`config.mk`:
```
export PLATFORM = sky130hd
export DESIGN_NAME = epp_port_ctl
export DESIGN_NICKNAME = d
export VERILOG_FILES = /design/src/rtl/epp_pkg.sv /design/src/rtl/epp_gate.sv /design/src/rtl/epp_tmo_flag.sv /design/src/rtl/epp_seq.sv /design/src/rtl/epp_port_ctl.sv
export SDC_FILE = /design/constraint.sdc
export NUM_CORES = 1
export LEC_CHECK = 0
export BUFFER_PORTS_ARGS = -buffer_cell sky130_fd_sc_hd__buf_4
export CORE_ASPECT_RATIO = 1.5
export CORE_UTILIZATION = 50
export DETAILED_ROUTE_END_ITERATION = 7
export GPL_TIMING_DRIVEN = 0
export PLACE_DENSITY = 0.76
export SLEW_MARGIN = 20
export SYNTH_ARGS = -nofsm -noshare
export SYNTH_HDL_FRONTEND = slang
export SYNTH_SLANG_ARGS = --single-unit
```
`constraint.sdc`:
```
create_clock -name clk -period 4.52 [get_ports clk]
set_input_delay 0.678 -clock clk [delete_from_list [all_inputs] [get_ports clk]]
set_output_delay 0.678 -clock clk [all_outputs]
set_load 0.1 [all_outputs]
```
`src/rtl/epp_pkg.sv`:
```
package epp_pkg;

  typedef enum logic [2:0] {
    OP_DATA_WR = 3'd0,
    OP_CTRL_WR = 3'd1,
    OP_DIR_SET = 3'd2,
    OP_ADDR_WR = 3'd3,
    OP_EDAT_WR = 3'd4,
    OP_ADDR_RD = 3'd5,
    OP_EDAT_RD = 3'd6
  } op_e;

  localparam logic [7:0] CTL_GATE_MASK = 8'h2F;
  localparam logic [7:0] CTL_GATE_WR   = 8'h04;
  localparam logic [7:0] CTL_GATE_RD   = 8'h24;
  localparam logic [7:0] CTL_FORCED    = 8'hC0;
  localparam logic [7:0] CTL_RESET     = 8'hCC;
  localparam logic [7:0] CTL_DIR_CLR   = 8'hDF;
  localparam int         CTL_DIR_BIT   = 5;

  typedef struct packed {
    logic [2:0]  steps;
    op_e         op;
    logic        dirchg;
    logic        is_rd;
    logic        sets_flag;
    logic [31:0] payload;
    logic [31:0] rd_init;
  } plan_t;

  function automatic logic [2:0] size_bytes(logic [1:0] sz);
    case (sz)
      2'd1:    return 3'd2;
      2'd2:    return 3'd4;
      default: return 3'd1;
    endcase
  endfunction

  function automatic logic [31:0] size_ones(logic [1:0] sz);
    case (sz)
      2'd1:    return 32'h0000_FFFF;
      2'd2:    return 32'hFFFF_FFFF;
      default: return 32'h0000_00FF;
    endcase
  endfunction

endpackage

```
`src/rtl/epp_gate.sv`:
```
module epp_gate
  import epp_pkg::*;
(
  input  logic        acc_wr,
  input  logic [2:0]  acc_addr,
  input  logic [1:0]  acc_size,
  input  logic [31:0] acc_wdata,
  input  logic [7:0]  ctrl_q,
  input  logic [7:0]  data_q,
  input  logic [7:1]  sts_hi,
  input  logic        tmo_flag,
  output plan_t       plan,
  output logic        ctrl_we,
  output logic [7:0]  ctrl_nx,
  output logic        data_we,
  output logic        flag_clr
);

  logic [7:0] ctl_written;
  logic       wr_allowed;
  logic       rd_allowed;
  logic [1:0] epp_sz;

  always_comb begin
    ctl_written = acc_wdata[7:0] | CTL_FORCED;
    wr_allowed  = (ctrl_q & CTL_GATE_MASK) == CTL_GATE_WR;
    rd_allowed  = (ctrl_q & CTL_GATE_MASK) == CTL_GATE_RD;
    epp_sz      = (acc_addr == 3'd4) ? acc_size : 2'd0;

    plan      = '0;
    plan.op   = OP_DATA_WR;
    ctrl_we   = 1'b0;
    ctrl_nx   = ctl_written;
    data_we   = 1'b0;
    flag_clr  = 1'b0;

    case (acc_addr)
      3'd0: begin
        if (acc_wr) begin
          if (acc_wdata[7:0] != data_q) begin
            data_we      = 1'b1;
            plan.steps   = 3'd1;
            plan.op      = OP_DATA_WR;
            plan.payload = {24'h0, acc_wdata[7:0]};
          end
        end else begin
          plan.rd_init = {24'h0, data_q};
        end
      end
      3'd1: begin
        if (acc_wr) flag_clr = acc_wdata[0];
        else        plan.rd_init = {24'h0, sts_hi, tmo_flag};
      end
      3'd2: begin
        if (acc_wr) begin
          if (ctl_written != ctrl_q) begin
            ctrl_we = 1'b1;
            plan.op = OP_CTRL_WR;
            if (ctl_written[CTL_DIR_BIT] != ctrl_q[CTL_DIR_BIT]) begin
              plan.dirchg  = 1'b1;
              plan.steps   = 3'd2;
              plan.payload = {16'h0, ctl_written & CTL_DIR_CLR,
                              7'h0, ctl_written[CTL_DIR_BIT]};
            end else begin
              plan.steps   = 3'd1;
              plan.payload = {24'h0, ctl_written};
            end
          end
        end else begin
          plan.rd_init = {24'h0, ctrl_q};
        end
      end
      3'd3, 3'd4: begin
        plan.sets_flag = 1'b1;
        plan.payload   = acc_wdata;
        if (acc_wr) begin
          plan.op = (acc_addr == 3'd3) ? OP_ADDR_WR : OP_EDAT_WR;
          if (wr_allowed) plan.steps = size_bytes(epp_sz);
        end else begin
          plan.is_rd   = 1'b1;
          plan.op      = (acc_addr == 3'd3) ? OP_ADDR_RD : OP_EDAT_RD;
          plan.rd_init = size_ones(epp_sz);
          if (rd_allowed) plan.steps = size_bytes(epp_sz);
        end
      end
      default: begin
        if (!acc_wr) plan.rd_init = 32'h0000_00FF;
      end
    endcase
  end

endmodule

```
`src/rtl/epp_tmo_flag.sv`:
```
module epp_tmo_flag (
  input  logic clk,
  input  logic rst_n,
  input  logic set,
  input  logic clr,
  output logic flag
);

  logic flag_nx;

  always_comb begin
    flag_nx = flag;
    if (clr) flag_nx = 1'b0;
    if (set) flag_nx = 1'b1;
  end

  always_ff @(posedge clk or negedge rst_n) begin
    if (!rst_n) flag <= 1'b0;
    else        flag <= flag_nx;
  end

endmodule

```
`src/rtl/epp_seq.sv`:
```
module epp_seq
  import epp_pkg::*;
#(
  parameter int TMO_CYCLES = 64
) (
  input  logic        clk,
  input  logic        rst_n,
  input  logic        hst_req,
  input  plan_t       plan,
  output logic        accept,
  output logic        hst_rdy,
  output logic [31:0] hst_rdata,
  output logic        per_req,
  output logic [2:0]  per_op,
  output logic [7:0]  per_wdata,
  input  logic        per_ack,
  input  logic [7:0]  per_rdata,
  output logic        flag_set
);

  localparam int TW = $clog2(TMO_CYCLES + 1);
  localparam logic [TW-1:0] TMO_LAST = TW'(TMO_CYCLES - 1);

  typedef enum logic [1:0] {S_IDLE, S_XFER, S_GAP, S_DONE} st_e;

  st_e         st_q, st_nx;
  logic [1:0]  idx_q, idx_nx;
  logic [TW-1:0] tmr_q, tmr_nx;
  plan_t       lat_q;
  logic        lat_en;
  logic [31:0] rbuf_q, rbuf_nx;
  logic        rbuf_en;
  logic        tmo_hit;
  logic        last_step;

  always_comb begin
    accept    = (st_q == S_IDLE) && hst_req;
    tmo_hit   = (tmr_q == TMO_LAST);
    last_step = ({1'b0, idx_q} == (lat_q.steps - 3'd1));
    per_req   = (st_q == S_XFER);
    per_op    = (lat_q.dirchg && idx_q == 2'd0) ? OP_DIR_SET : lat_q.op;
    per_wdata = lat_q.payload[{idx_q, 3'b000} +: 8];
    hst_rdy   = (st_q == S_DONE);
    hst_rdata = rbuf_q;
    flag_set  = (st_q == S_XFER) && !per_ack && tmo_hit && lat_q.sets_flag;

    st_nx   = st_q;
    idx_nx  = idx_q;
    tmr_nx  = tmr_q;
    lat_en  = 1'b0;
    rbuf_en = 1'b0;
    rbuf_nx = rbuf_q;

    case (st_q)
      S_IDLE: begin
        if (accept) begin
          lat_en  = 1'b1;
          rbuf_en = 1'b1;
          rbuf_nx = plan.rd_init;
          idx_nx  = 2'd0;
          tmr_nx  = '0;
          st_nx   = (plan.steps != 3'd0) ? S_XFER : S_DONE;
        end
      end
      S_XFER: begin
        if (per_ack) begin
          if (lat_q.is_rd) begin
            rbuf_en = 1'b1;
            rbuf_nx[{idx_q, 3'b000} +: 8] = per_rdata;
          end
          if (last_step) begin
            st_nx = S_DONE;
          end else begin
            idx_nx = idx_q + 2'd1;
            st_nx  = S_GAP;
          end
        end else if (tmo_hit) begin
          st_nx = S_DONE;
        end else begin
          tmr_nx = tmr_q + TW'(1);
        end
      end
      S_GAP: begin
        tmr_nx = '0;
        st_nx  = S_XFER;
      end
      default: st_nx = S_IDLE;
    endcase
  end

  always_ff @(posedge clk or negedge rst_n) begin
    if (!rst_n) begin
      st_q   <= S_IDLE;
      idx_q  <= '0;
      tmr_q  <= '0;
      lat_q  <= '0;
      rbuf_q <= '0;
    end else begin
      st_q  <= st_nx;
      idx_q <= idx_nx;
      tmr_q <= tmr_nx;
      if (lat_en)  lat_q  <= plan;
      if (rbuf_en) rbuf_q <= rbuf_nx;
    end
  end

endmodule

```
`src/rtl/epp_port_ctl.sv`:
```
module epp_port_ctl
  import epp_pkg::*;
#(
  parameter int TMO_CYCLES = 64
) (
  input  logic        clk,
  input  logic        rst_n,
  input  logic        hst_req,
  input  logic        hst_wr,
  input  logic [2:0]  hst_addr,
  input  logic [1:0]  hst_size,
  input  logic [31:0] hst_wdata,
  output logic        hst_rdy,
  output logic [31:0] hst_rdata,
  output logic        per_req,
  output logic [2:0]  per_op,
  output logic [7:0]  per_wdata,
  input  logic        per_ack,
  input  logic [7:0]  per_rdata,
  input  logic [7:0]  per_status
);

  logic       rst_meta_q, rst_sync_n;
  logic [7:0] ctrl_q, data_q, ctrl_nx;
  logic       ctrl_we, data_we, flag_clr, flag_set, tmo_flag, accept;
  plan_t      plan;

  always_ff @(posedge clk or negedge rst_n) begin
    if (!rst_n) begin
      rst_meta_q <= 1'b0;
      rst_sync_n <= 1'b0;
    end else begin
      rst_meta_q <= 1'b1;
      rst_sync_n <= rst_meta_q;
    end
  end

  epp_gate u_gate (
    .acc_wr   (hst_wr),
    .acc_addr (hst_addr),
    .acc_size (hst_size),
    .acc_wdata(hst_wdata),
    .ctrl_q   (ctrl_q),
    .data_q   (data_q),
    .sts_hi   (per_status[7:1]),
    .tmo_flag (tmo_flag),
    .plan     (plan),
    .ctrl_we  (ctrl_we),
    .ctrl_nx  (ctrl_nx),
    .data_we  (data_we),
    .flag_clr (flag_clr)
  );

  epp_seq #(.TMO_CYCLES(TMO_CYCLES)) u_seq (
    .clk      (clk),
    .rst_n    (rst_sync_n),
    .hst_req  (hst_req),
    .plan     (plan),
    .accept   (accept),
    .hst_rdy  (hst_rdy),
    .hst_rdata(hst_rdata),
    .per_req  (per_req),
    .per_op   (per_op),
    .per_wdata(per_wdata),
    .per_ack  (per_ack),
    .per_rdata(per_rdata),
    .flag_set (flag_set)
  );

  epp_tmo_flag u_flag (
    .clk  (clk),
    .rst_n(rst_sync_n),
    .set  (flag_set),
    .clr  (accept && flag_clr),
    .flag (tmo_flag)
  );

  always_ff @(posedge clk or negedge rst_sync_n) begin
    if (!rst_sync_n) begin
      ctrl_q <= CTL_RESET;
      data_q <= 8'hFF;
    end else begin
      if (accept && ctrl_we) ctrl_q <= ctrl_nx;
      if (accept && data_we) data_q <= hst_wdata[7:0];
    end
  end

endmodule

```
==> key figures <==
Floorplan
  – Core area: 0.0101 mm²
  – Die height: 126 µm
  – Total number of placement rows: 45
  – Total die area: 0.0107 mm²
  – Initial Util: 51.1%
  – Ports: 103
  – Die Span X: 84.8 µm

Drt
  – Routed wire length: 13300 µm
  – Via density: 5.85
  – DRC: 9
  – Via count: 4440
  – Post-DRT Antenna Nets: 0
  – WL per Instance: 17.5 µm
  – Drt initial violations: 265
  – First drt pass iteration count: 8

Power
  – Power Density: 829 mW/mm²
  – Leak: 2.94 nW
  – Total power: 5.29 mW
  – Maximum vdd drop: 0.000334 V

Clock tree
  – Clock Tree Root: clkbuf_16
  – Clock buffer depth: 2
  – Post-CTS setup-driven buffer insertion count: 0
  – Num CTS Buffers: 9
  – H-tree Lvls: 3
  – CTS Sinks: 101
  – Worst-path clk slew: 0.07 ns
  – Clock latency on the worst-skew pair: 0.34 ns
  – Post_cts resized: 0
  – CTS tree: done
  – Hold-fix buffers, CTS: 0

Global routing
  – GRT Overall Usage: 26.0%
  – Vias in the first global route: 4363
  – Antenna violations before repair: 0
  – Global-route wire length before repair: 21600 µm
  – GR Overflow Total: 0
  – Largest net degree at the start of global routing: 59

Setup path
  – Critical-path cell list: clkbuf_1 > inv_1 > ha_1 > nand2_1 > and2_1 > buf_4
  – Setup crit start kind: flop
  – CP Capture Type: output port
  – Crit path to: per_op[0]
  – Buf+Inv Stages, Crit Path: 3
  – Largest stage delay on the critical path: 0.52 ns
  – Flop-to-flop setup slack: 1.84 ns
  – Crit path launch: u_seq.idx_q[1]
  – Worst setup path class: reg2out
  – R2r startpoint: u_seq.idx_q[1]
  – Slowest CP cell: clkbuf_1
  – Worst path required time: 3.84 ns
  – Arrival time worst endpoint: 2.42 ns
  – Worst path top cell family by delay: buffers and inverters
  – R2R Path End: u_seq.hst_rdata[6]
  – R2R cell count: 6
  – Max Fanout on Critical Path: 10
  – WP depth: 6

Placement
  – PortBufs: 100
  – Placed cell count: 746
  – Post-DP HPWL: 9820 µm
  – Placed Area: 0.00607 mm²
  – Gpl congestion: 0.893

Status
  – Failing checks: DRC
  – Status: finished with violations

Cells and area
  – Fillers: 840
  – Design area: 0.00638 mm²
  – Area Growth Syn to Fin: 23.9%
  – Final Non-Filler Cells: 759
  – Nets@finish: 707
  – Diodes inserted: 0
  – Layout cells sized above 1: 26.6%

Synth
  – Sequential fraction of the synthesis area: 49.4%
  – Number of flops mapped to enable cells by yosys: 0
  – Synth Instances: 528
  – Yosys warns: 0
  – Post-synth net total: 595
  – Asr flop ratio synth: 100%
  – Post-synth top flop: dfrtp_1
  – Syn Area/Cell: 9.75 µm²
  – Yosys cell types: 64
  – Post-synthesis instance area: 0.00515 mm²
  – Flops & latches, synth: 101

Job
  – Max cap viols: 0

Timing
  – Total Neg Setup Slack: 0 ns
  – RSZ-0062 raised after global routing: no
  – Worst rel slew slack: 40.5%
  – Slew at the pin closest to its max-slew limit: 0.885 ns
  – Max-slew violation total from the final report: 0
  – Fmax achieved: 0.323 GHz
  – Final Hold Viols: 0
  – Fin crit period: 3.10 ns
  – Final setup viols: 0
  – Final hold slack: 0.107 ns
  – Clock skew: 0.00716 ns
  – Period utilization: 68.6%

Min path
  – Hold Crit Class: in2async
kinds of logic (layout without fill, tap and decap cells):
| logic type | Yosys count | count (layout) | synth area share, % |
|---|---|---|---|
| DFF | 101 | 101 | 49.4 |
| xor gates and xnor gates | 20 | 20 | 3.40 |
| and+or+nand+nor | 217 | 217 | 19.3 |
| AOI/OAI and AO/OA | 113 | 113 | 13.9 |
| buffers and inverters | 38 | 152 | 3.16 |
| muxes | 29 | 29 | 8.63 |
| adders and majority gates | 9 | 9 | 2.19 |
| other | 1 | 1 | 0.0729 |
placed cells by master, fill, tap and decap left out, drive strengths merged, types with 3 or more instances in the layout:
cell    count
a21oi      46
a22o        5
a22oi       8
a31oi       7
and2        7
and3        5
buf       112
clkbuf     26
dfrtp      91
dfstp      10
ha          9
inv         9
mux2       19
mux4        8
nand2     101
nand2b      4
nand3      27
nor2       51
nor3        3
nor3b       3
o21ai      21
o22a        5
or2         3
xnor2      14
xor2        6
where the power goes:
group / total, mW / internal, mW / switching [mW]
Sequential: 1.54 / 1.28 / 0.251
Combinational: 2.95 / 0.766 / 2.18
Clock: 0.802 / 0.477 / 0.325
state kept, by name, indices dropped and copies added, names as in the netlist:
name / cells
u_seq.lat_q: 41
rst_sync_n: 1
ctrl_q: 6
u_flag.flag: 1
rst_meta_q: 1
u_seq.st_q: 2
u_seq.tmr_q: 7
data_q: 8
u_seq.idx_q: 2
u_seq.hst_rdata: 32
cell usage after synthesis (9+ instances only):
cell | n | area share [%]
dfrtp_1 | 91 | 44
ha_1 | 9 | 2.2
xnor2_1 | 14 | 2.4
nand2_1 | 101 | 7.4
dfstp_2 | 10 | 5.1
clkbuf_1 | 17 | 1.2
nor2_1 | 50 | 3.6
a21oi_1 | 43 | 4.2
mux2_2 | 11 | 2.4
o21ai_0 | 20 | 1.9
nand3_1 | 27 | 2.6
inv_1 | 9 | 0.66
metrics by stage:
step           setup WS (ns)  util (%)
2_1_floorplan           1.52         -
3_3_place_gp           0.511      60.0
3_5_place_dp            1.82      60.3
4_1_cts                 1.43      63.3
5_1_grt                 1.31      63.3
6_report                1.42      63.3
layer usage:
layer	vias to the layer above	global-route usage, %	share of wire (%)	wire [µm]
met2	164	46.2	53	7060
met3	28	3.80	5.2	690
li1	2062	-	-	-
met4	0	13.8	3.3	442
met1	2186	30.2	38	5060
met5	-	0	0	0
layout make-up:
cell class	count	area [µm²]	share of cell area, %
plain buffers	28	125	1.96
clock buffers	9	225	3.53
clock inverters	4	76.3	1.20
inverters	10	37.5	0.589
multi-input cells	389	2440	38.3
flip-flops and latches	101	2540	39.9
well taps	117	146	2.30
repair buffers	101	778	12.2
worst min-delay path by stage:
stage                from         end  depth (start not counted)
2_1_floorplan  rst_meta_q  rst_sync_n                          0
3_3_place_gp   rst_meta_q  rst_sync_n                          0
3_5_place_dp   rst_sync_n   ctrl_q[4]                          0
4_1_cts             rst_n  rst_sync_n                          1
5_1_grt             rst_n  rst_sync_n                          1
6_report            rst_n  rst_sync_n                          1
No activity file was read; power rests on OpenSTA's default activity.
